File: src/rtl/priv_guard_pkg.sv
package priv_guard_pkg;

  typedef enum logic {
    MODE_SUP = 1'b0,
    MODE_USR = 1'b1
  } mode_e;

  typedef enum logic [1:0] {
    CAUSE_NONE   = 2'b00,
    CAUSE_RD_OOB = 2'b01,
    CAUSE_WR_OOB = 2'b10,
    CAUSE_PRIV   = 2'b11
  } cause_e;

  localparam int unsigned WIN_REGS  = 2;
  localparam int unsigned SEL_BASE  = 0;
  localparam int unsigned SEL_LIMIT = 1;

endpackage

File: src/rtl/pg_rst_sync.sv
module pg_rst_sync #(
  parameter int unsigned STAGES = 2
) (
  input  logic clk,
  input  logic rst_n,
  output logic rst_sync_n
);
  logic [STAGES-1:0] sync_q;

  always_ff @(posedge clk or negedge rst_n) begin
    if (!rst_n) sync_q <= '0;
    else        sync_q <= {sync_q[STAGES-2:0], 1'b1};
  end

  assign rst_sync_n = sync_q[STAGES-1];
endmodule

File: src/rtl/pg_window_regs.sv
module pg_window_regs
  import priv_guard_pkg::*;
#(
  parameter int unsigned ADDR_W = 16
) (
  input  logic              clk,
  input  logic              rst_n,
  input  logic              wr_en,
  input  logic              wr_sel,
  input  logic [ADDR_W-1:0] wr_data,
  output logic [ADDR_W-1:0] base_o,
  output logic [ADDR_W-1:0] limit_o
);
  logic [WIN_REGS-1:0][ADDR_W-1:0] regs_w;

  for (genvar g = 0; g < WIN_REGS; g++) begin : g_reg
    logic              hit_en;
    logic [ADDR_W-1:0] val_q;

    always_comb begin
      hit_en = wr_en && (int'(wr_sel) == g);
    end

    always_ff @(posedge clk or negedge rst_n) begin
      if (!rst_n)      val_q <= '0;
      else if (hit_en) val_q <= wr_data;
    end

    assign regs_w[g] = val_q;
  end

  assign base_o  = regs_w[SEL_BASE];
  assign limit_o = regs_w[SEL_LIMIT];
endmodule

File: src/rtl/pg_window_cmp.sv
module pg_window_cmp #(
  parameter int unsigned ADDR_W = 16
) (
  input  logic [ADDR_W-1:0] addr,
  input  logic [ADDR_W-1:0] base,
  input  logic [ADDR_W-1:0] limit,
  output logic              inside_o
);
  localparam int unsigned EXT_W = ADDR_W + 1;

  logic [EXT_W-1:0] addr_ext;
  logic [EXT_W-1:0] base_ext;
  logic [EXT_W-1:0] end_ext;

  always_comb begin
    addr_ext = {1'b0, addr};
    base_ext = {1'b0, base};
    end_ext  = base_ext + {1'b0, limit};
    inside_o = (addr_ext >= base_ext) && (addr_ext < end_ext);
  end
endmodule

File: src/rtl/pg_mode_fsm.sv
module pg_mode_fsm
  import priv_guard_pkg::*;
(
  input  logic  clk,
  input  logic  rst_n,
  input  logic  force_sup,
  input  logic  enter_user,
  output mode_e mode_o
);
  mode_e mode_q;
  mode_e mode_nxt;
  logic  mode_en;

  always_comb begin
    mode_en  = force_sup || (enter_user && (mode_q == MODE_SUP));
    mode_nxt = force_sup ? MODE_SUP : MODE_USR;
  end

  always_ff @(posedge clk or negedge rst_n) begin
    if (!rst_n)       mode_q <= MODE_SUP;
    else if (mode_en) mode_q <= mode_nxt;
  end

  assign mode_o = mode_q;
endmodule

File: src/rtl/priv_guard.sv
module priv_guard
  import priv_guard_pkg::*;
#(
  parameter int unsigned ADDR_W = 16
) (
  input  logic              clk,
  input  logic              rst_n,
  input  logic              acc_valid,
  input  logic              acc_write,
  input  logic [ADDR_W-1:0] acc_addr,
  input  logic              ld_valid,
  input  logic              ld_sel,
  input  logic [ADDR_W-1:0] ld_data,
  input  logic              evt_irq,
  input  logic              ret_user,
  output logic              mode_o,
  output logic              grant_o,
  output logic              trap_o,
  output logic [1:0]        trap_cause_o
);
  logic              rst_sync_n;
  logic [ADDR_W-1:0] base_w;
  logic [ADDR_W-1:0] limit_w;
  logic              inside_w;
  mode_e             mode_w;
  logic              in_user;
  logic              priv_viol;
  logic              oob_viol;
  logic              trap_w;
  logic              reg_wr_en;
  cause_e            cause_w;

  pg_rst_sync #(.STAGES(2)) u_rst (
    .clk        (clk),
    .rst_n      (rst_n),
    .rst_sync_n (rst_sync_n)
  );

  pg_window_regs #(.ADDR_W(ADDR_W)) u_regs (
    .clk     (clk),
    .rst_n   (rst_sync_n),
    .wr_en   (reg_wr_en),
    .wr_sel  (ld_sel),
    .wr_data (ld_data),
    .base_o  (base_w),
    .limit_o (limit_w)
  );

  pg_window_cmp #(.ADDR_W(ADDR_W)) u_cmp (
    .addr     (acc_addr),
    .base     (base_w),
    .limit    (limit_w),
    .inside_o (inside_w)
  );

  pg_mode_fsm u_mode (
    .clk        (clk),
    .rst_n      (rst_sync_n),
    .force_sup  (evt_irq || trap_w),
    .enter_user (ret_user),
    .mode_o     (mode_w)
  );

  always_comb begin
    in_user   = (mode_w == MODE_USR);
    priv_viol = in_user && ld_valid;
    oob_viol  = in_user && acc_valid && !inside_w;
    trap_w    = priv_viol || oob_viol;
    reg_wr_en = ld_valid && !in_user;
    if (priv_viol)     cause_w = CAUSE_PRIV;
    else if (oob_viol) cause_w = acc_write ? CAUSE_WR_OOB : CAUSE_RD_OOB;
    else               cause_w = CAUSE_NONE;
  end

  assign mode_o       = mode_w;
  assign grant_o      = acc_valid && !trap_w && (!in_user || inside_w);
  assign trap_o       = trap_w;
  assign trap_cause_o = cause_w;
endmodule

File: config.mk
export PLATFORM = sky130hd
export DESIGN_NAME = priv_guard
export DESIGN_NICKNAME = d
export VERILOG_FILES = /design/src/rtl/priv_guard_pkg.sv /design/src/rtl/pg_rst_sync.sv /design/src/rtl/pg_window_regs.sv /design/src/rtl/pg_window_cmp.sv /design/src/rtl/pg_mode_fsm.sv /design/src/rtl/priv_guard.sv
export SDC_FILE = /design/constraint.sdc
export NUM_CORES = 1
export LEC_CHECK = 0
export ABC_AREA = 1
export BUFFER_PORTS_ARGS = -buffer_cell sky130_fd_sc_hd__buf_2
export CAP_MARGIN = 25
export CORE_AREA = 2 2 83 85
export DETAILED_ROUTE_END_ITERATION = 12
export DIE_AREA = 0 0 85 87
export PLACE_DENSITY = 0.7
export SYNTH_ARGS = -nofsm -noshare
export SYNTH_HDL_FRONTEND = slang
export SYNTH_SLANG_ARGS = --single-unit
File: constraint.sdc
create_clock -name clk -period 6.9 [get_ports clk]
set_input_delay 1.38 -clock clk [delete_from_list [all_inputs] [get_ports clk]]
set_output_delay 1.38 -clock clk [all_outputs]
set_load 0.005 [all_outputs]
# --- Word-level counts from Yosys, hierarchy flattened ---
# Index checks and enable logic that the tools add are counted.
classes:
  n_addsub: 1
  n_mul: 0
  div: 0
  magnitude_cmp: 2
  eq_ne: 0
  shifts: 0
  muxes: 4
  n_bitwise: 2
  n_reduce_logical: 17
ops:
  columns: ["operator", "count"]
  rows:
  - ["$add 16x16->17", 1]
  - ["$lt 16x17->1", 1]
  - ["$ge 16x16->1", 1]
  - ["$logic_and 1x1->1", 10]
  - ["$mux 2", 3]
  - ["$logic_or 1x1->1", 4]
  - ["$logic_not 1->1", 3]
  - ["$not 1->1", 2]
  - ["$mux 1", 1]
word_totals:
  reg_bits: 35
  latchBits: 0
  ramBits: 0
  rom_bits: 0
  in_bits: 40
  n_memories: 0

# --- Longest topological paths before layout ---
logic_depth:
  depth_word: 9
  depth_mapped: 23

# --- Hierarchy ---
# From an unflattened synthesis, not the netlist that was laid out.
hier_totals:
  hier_cells: 422
  hier_area_um2: 3084.2
modules_own_cells:
  columns: ["mod", "instances", "cells_each", "area_per_inst_um2"]
  rows:
  - ["pg_window_cmp", 1, 260, 1609.0]
  - ["pg_window_regs", 1, 140, 1320.0]
  - ["priv_guard", 1, 16, 68.8]
  - ["pg_rst_sync", 1, 3, 53.8]
  - ["pg_mode_fsm", 1, 3, 32.5]

# --- Worst setup path before layout ---
# No wires, ideal clock.
synth_timing:
  path_kind: "reg2out"
  startpoint: "register u_regs.g_reg[0].val_q[0], in the netlist u_regs.base_o[0]"
  endpoint: "output grant_o"
  arrival_time_ps: 2720
  required_ps: 5520
  slack_ps: 2800
  path_stages_with_launch: 19
  n_path_buf: 0
  cell_sequence: "dfrtp_1 -> ha_1 -> fa_1 -> nand3_1 -> nand2_2 -> a21oi_4 -> o21ai_4 -> a21oi_2 -> o21ai_1 -> xor2_1 -> ha_1 -> a21o_1 -> a21oi_1 -> nand2_1 -> nand2_1 -> nand2_2 -> nand2_2 -> nand2_2 -> nor2_1"
synth_between:
  elab_chain_len: 9
  elab_cells_between_ends: 11
  cone_classes: "add/sub (1); order compare (2); reduce/logical (8)"
synth_lines:
  columns: ["element", "line_no", "source"]
  rows:
  - ["from (decl)", "pg_window_regs.sv:18", "logic [ADDR_W-1:0] val_q;"]
  - ["from (signal assigned)", "pg_window_regs.sv:26", "else if (hit_en) val_q <= wr_data;"]
  - ["$add 16x16->17", "pg_window_cmp.sv:18", "end_ext = base_ext + {1'b0, limit};"]
  - ["$lt 16x17->1", "pg_window_cmp.sv:19", "inside_o = (addr_ext >= base_ext) && (addr_ext < end_ext);"]
  - ["$logic_and 1x1->1 *", "pg_window_cmp.sv:19", null]
  - ["$logic_not 1->1 *", "priv_guard.sv:67", "oob_viol = in_user && acc_valid && !inside_w;"]
  - ["$logic_and 1x1->1 *", "priv_guard.sv:67", null]
  - ["$logic_or 1x1->1 *", "priv_guard.sv:68", "trap_w = priv_viol || oob_viol;"]
  - ["via trap_o", "priv_guard.sv:18", "output logic trap_o,"]
  - ["$logic_not 1->1 *", "priv_guard.sv:76", "assign grant_o = acc_valid && !trap_w && (!in_user || inside_w);"]
  - ["$logic_and 1x1->1 * (2 in series)", "priv_guard.sv:76", null]
  - ["to (decl)", "priv_guard.sv:17", "output logic grant_o,"]
# Mark *: on every way through the listed nets, which the timed path passes. The rest lies on a longest branch.

# --- Worst setup path after layout ---
layout_timing:
  startpoint: "register u_regs.g_reg[0].val_q[0], in the netlist u_regs.base_o[0]"
  endpoint: "output grant_o"
layout_between:
  elab_chain_len: 9
  elab_cells_between_ends: 11
  cone_classes: "add/sub (1); order compare (2); reduce/logical (8)"
layout_lines:
  columns: ["element", "line_no"]
  rows:
  - ["$add 16x16->17", "pg_window_cmp.sv:18"]
  - ["$lt 16x17->1", "pg_window_cmp.sv:19"]
  - ["$logic_and 1x1->1 *", "pg_window_cmp.sv:19"]
  - ["$logic_not 1->1", "priv_guard.sv:67"]
  - ["$logic_and 1x1->1", "priv_guard.sv:67"]
  - ["$logic_or 1x1->1", "priv_guard.sv:68"]
  - ["$logic_not 1->1", "priv_guard.sv:76"]
  - ["$logic_and 1x1->1", "priv_guard.sv:76"]
  - ["$logic_and 1x1->1 *", "priv_guard.sv:76"]
# Mark *: on every way between the ends. The rest lies on a longest branch, timed or not.

==> reports/metrics.csv <==
stage,metric,value,unit
outcome,status,"complete, no violations",
cells_and_area,final core occ,0.495,
clocking,# hold bufs at CTS,0,
power,P_sw,0.384,mW
synth,mapped cell area,2800,sq um
drt,DRT Pass-1 Iters,4,
power,Power Dens Cells,292,nW/um^2
synth,post-synth cell types,34,
worst_setup_path,CP max FO,4,
synth,Synth top area share,0.313,
floorplan,Core Area,6570,sq um
power,Max IR drop VDD,0.000135,V
clocking,CTS Buf Count,5,
cells_and_area,fraction of layout instances using a drive strength above 1,0.183,
floorplan,die height,87,microns
synth,syn avg cell area,7.88,sq um
min_path,HP Class,register to asynchronous set/reset pin,
synth,synthesized netlist cell count,355,
cells_and_area,Nets,491,
synth,cell with the most instances after synthesis,nand2_1,
worst_setup_path,reg-to-reg startpoint,u_regs.base_o[0],
global_routing,first-pass GRT wire length,10.1,mm
clocking,H-tree levels,2,
synth,#FFs+latches synth,35,
clocking,clk_lat worst skew,0.29,ns
clocking,"Reg clk slew, reported paths",0.07,ns
floorplan,DIE AREA,7400,sq um
timing,Post-Route Setup TNS,0,ns
drt,Iter 0 DRT Violations,91,
clocking,Num Clock Sinks,35,
global_routing,antenna violations before repair,0,
timing,Tmin final,4.71,ns
timing,Slew headroom,0.525,
cells_and_area,P&R area growth vs syn,16.2,%
placed_design,DP HPWL,4.89,mm
timing,max-slew violations,0,
clocking,clock tree buffer depth,2,
timing,Slew @ Worst Pin,0.711,ns
global_routing,vias in the first global route,2314,
drt,DRC viols,0,
synth,top_reg_cell synth,dfrtp_1,
timing,final period utilization,0.683,
global_routing,M2 GR Usage,0.267,
clocking,post-CTS setup buffers,0,
global_routing,GR Layer Usage met3,0.0322,
drt,routed vias/inst,4.86,
placed_design,RePlAce Congestion,0.870,
drt,final WL,5.72,mm
clocking,"Gates resized, CTS repair",0,
timing,clock skew,0.00642,ns
power,internal power,0.565,mW
floorplan,starting density of the core,0.426,
synth,Syn Nets,443,
synth,post-synthesis sequential area ratio,0.313,
placed_design,IO Port Bufs,44,
timing,RSZ-0062 raised after global routing,false,
worst_setup_path,r2r worst-path depth,19,
drt,via count,2351,
cells_and_area,# fillers,673,
global_routing,"Remaining Overflow, GRT",0,
cells_and_area,post-route design area,3250,sq um
floorplan,Cell Rows,30,
cells_and_area,# diodes,0,
flow_run,Maximum Capacitance Violations,0,
drt,wire length per cell,11.8,microns
synth,synth cell count leaders,"nand2_1 (81), inv_1 (48), ha_1 (47)",
placed_design,Placed Area,3130,sq um
worst_setup_path,Reg-to-Reg End,u_mode.mode_o,
global_routing,grt peak-use layer,met2,
power,Clk pwr share,0.201,
floorplan,I/O pin count,45,
synth,largest area contributor in the synthesized netlist,dfrtp_1,
worst_setup_path,critical path class,register to primary output,
power,Net Sw Frac,0.405,
worst_setup_path,crit path DAT,3.33,ns
timing,Final Hold Vio Count,0,
worst_setup_path,startpoint types,register,
drt,Final ANT Viol Nets,0,
power,Leakage,1.78,nW
timing,Setup-failing EPs final,0,
worst_setup_path,Worst Path Required,5.52,ns
timing,FMAX,212,MHz
floorplan,Die X,85,microns
worst_setup_path,FF-to-FF setup slack,3.92,ns
power,power share of the combinational group,0.507,
global_routing,largest net degree at the start of global routing,34,
synth,"top cells by area, synth","dfrtp_1 (31%), ha_1 (21%), nand2_1 (11%)",
synth,synth warn,0,
clocking,Root Driver,clkbuf_8,
synth,ys async rst share,1.00,
power,register share of total power,0.292,
clocking,CTS tree,yes,
global_routing,GR Layer Usage met1,0.230,
global_routing,Total GRT Usage,0.168,
synth,Post-synth EDFFs,0,
worst_setup_path,crit end category,primary output,
==> placed cells by master (no fill, tap or decap), drive strengths merged <==
cell / count
ha: 47
xnor2: 6
nor3: 4
o21ai: 40
nand2: 86
clkinv: 5
o31ai: 1
buf: 47
nand3b: 2
o21a: 1
dfrtp: 35
bufinv: 1
a21o: 1
o21bai: 2
nand3: 13
clkbuf: 6
conb: 1
nor2: 10
a22oi: 1
a21oi: 30
o31a: 1
o211ai: 2
fa: 1
xor2: 7
inv: 52
o311ai: 1
and2: 1
==> cell type report <==
| type | count | area [sq um] | area share |
|---|---|---|---|
| Timing Repair Buffer | 47 | 258 | 0.0793 |
| Clock buffer | 6 | 82.6 | 0.0254 |
| Tap cell | 80 | 100 | 0.0308 |
| Inverter | 56 | 210 | 0.0647 |
| Sequential cell | 35 | 876 | 0.269 |
| Multi-Input combinational cell | 258 | 1690 | 0.520 |
| Clock inverter | 2 | 35.0 | 0.0108 |
==> cell families after synthesis <==
| kind of cell | count (synthesis) | share of synthesized area |
|---|---|---|
| flip-flops | 35 | 0.313 |
| AND/OR/NAND/NOR | 116 | 0.175 |
| AO/OA/AOI/OAI | 80 | 0.170 |
| XOR/XNOR | 13 | 0.0407 |
| adder cells (fa/ha/maj) | 48 | 0.217 |
| other | 1 | 0.00134 |
| buffers and inverters | 62 | 0.0832 |
==> worst max-delay path: stages (launching register included) <==
cell and delay [ns]:
dfrtp_1 0.41, ha_1 0.24, fa_1 0.40, nand3_1 0.10, nand2_2 0.08, a21oi_4 0.17
o21ai_4 0.09, a21oi_2 0.18, o21ai_1 0.09, xor2_1 0.16, ha_1 0.29, a21o_1 0.16
a21oi_1 0.13, nand2_1 0.06, nand2_1 0.06, nand2_2 0.09, nand2_2 0.07, nand2_2 0.05
nor2_1 0.09, buf_2 0.11
==> layer usage <==
metal,vias up,share of wire
li1,1261,-
met1,1041,0.51
met2,41,0.43
met3,8,0.045
met4,0,0.013
met5,-,0
==> power by group through the flow <==
stage | logic (mW) | registers, mW | clock network (mW)
CTS | 0.486 | 0.277 | 0.195
finish | 0.481 | 0.277 | 0.191
global route | 0.564 | 0.282 | 0.203
global placement | 0.464 | 0.279 | 0
floorplan | 0.380 | 0.270 | 0
detailed placement | 0.484 | 0.280 | 0
==> per-stage QoR <==
stage | total power [mW] | hold slack, ns | cells | setup WS, ns
3_5_place_dp | 0.764 | 0.279 | 476 | 2.50
2_1_floorplan | 0.650 | 0.331 | 355 | 2.80
3_3_place_gp | 0.743 | 0.265 | 474 | 2.59
6_report | 0.949 | 0.257 | 484 | 2.19
5_1_grt | 1.05 | 0.310 | 484 | 1.93
4_1_cts | 0.958 | 0.285 | 484 | 2.17
==> state kept, by name, indices dropped and copies added, names as in the netlist <==
register	count
u_mode.mode_o	1
u_regs.base_o	16
u_regs.limit_o	16
u_rst.sync_q	2
==> how the worst max path moves through the flow <==
stage,from,end,slack [ns]
global route,u_regs.base_o[0],grant_o,1.93
floorplan,u_regs.base_o[0],grant_o,2.80
finish,u_regs.base_o[0],grant_o,2.19
global placement,u_regs.base_o[0],grant_o,2.59
detailed placement,u_regs.base_o[0],grant_o,2.50
CTS,u_regs.base_o[0],grant_o,2.17
No activity file was read; power rests on OpenSTA's default activity.
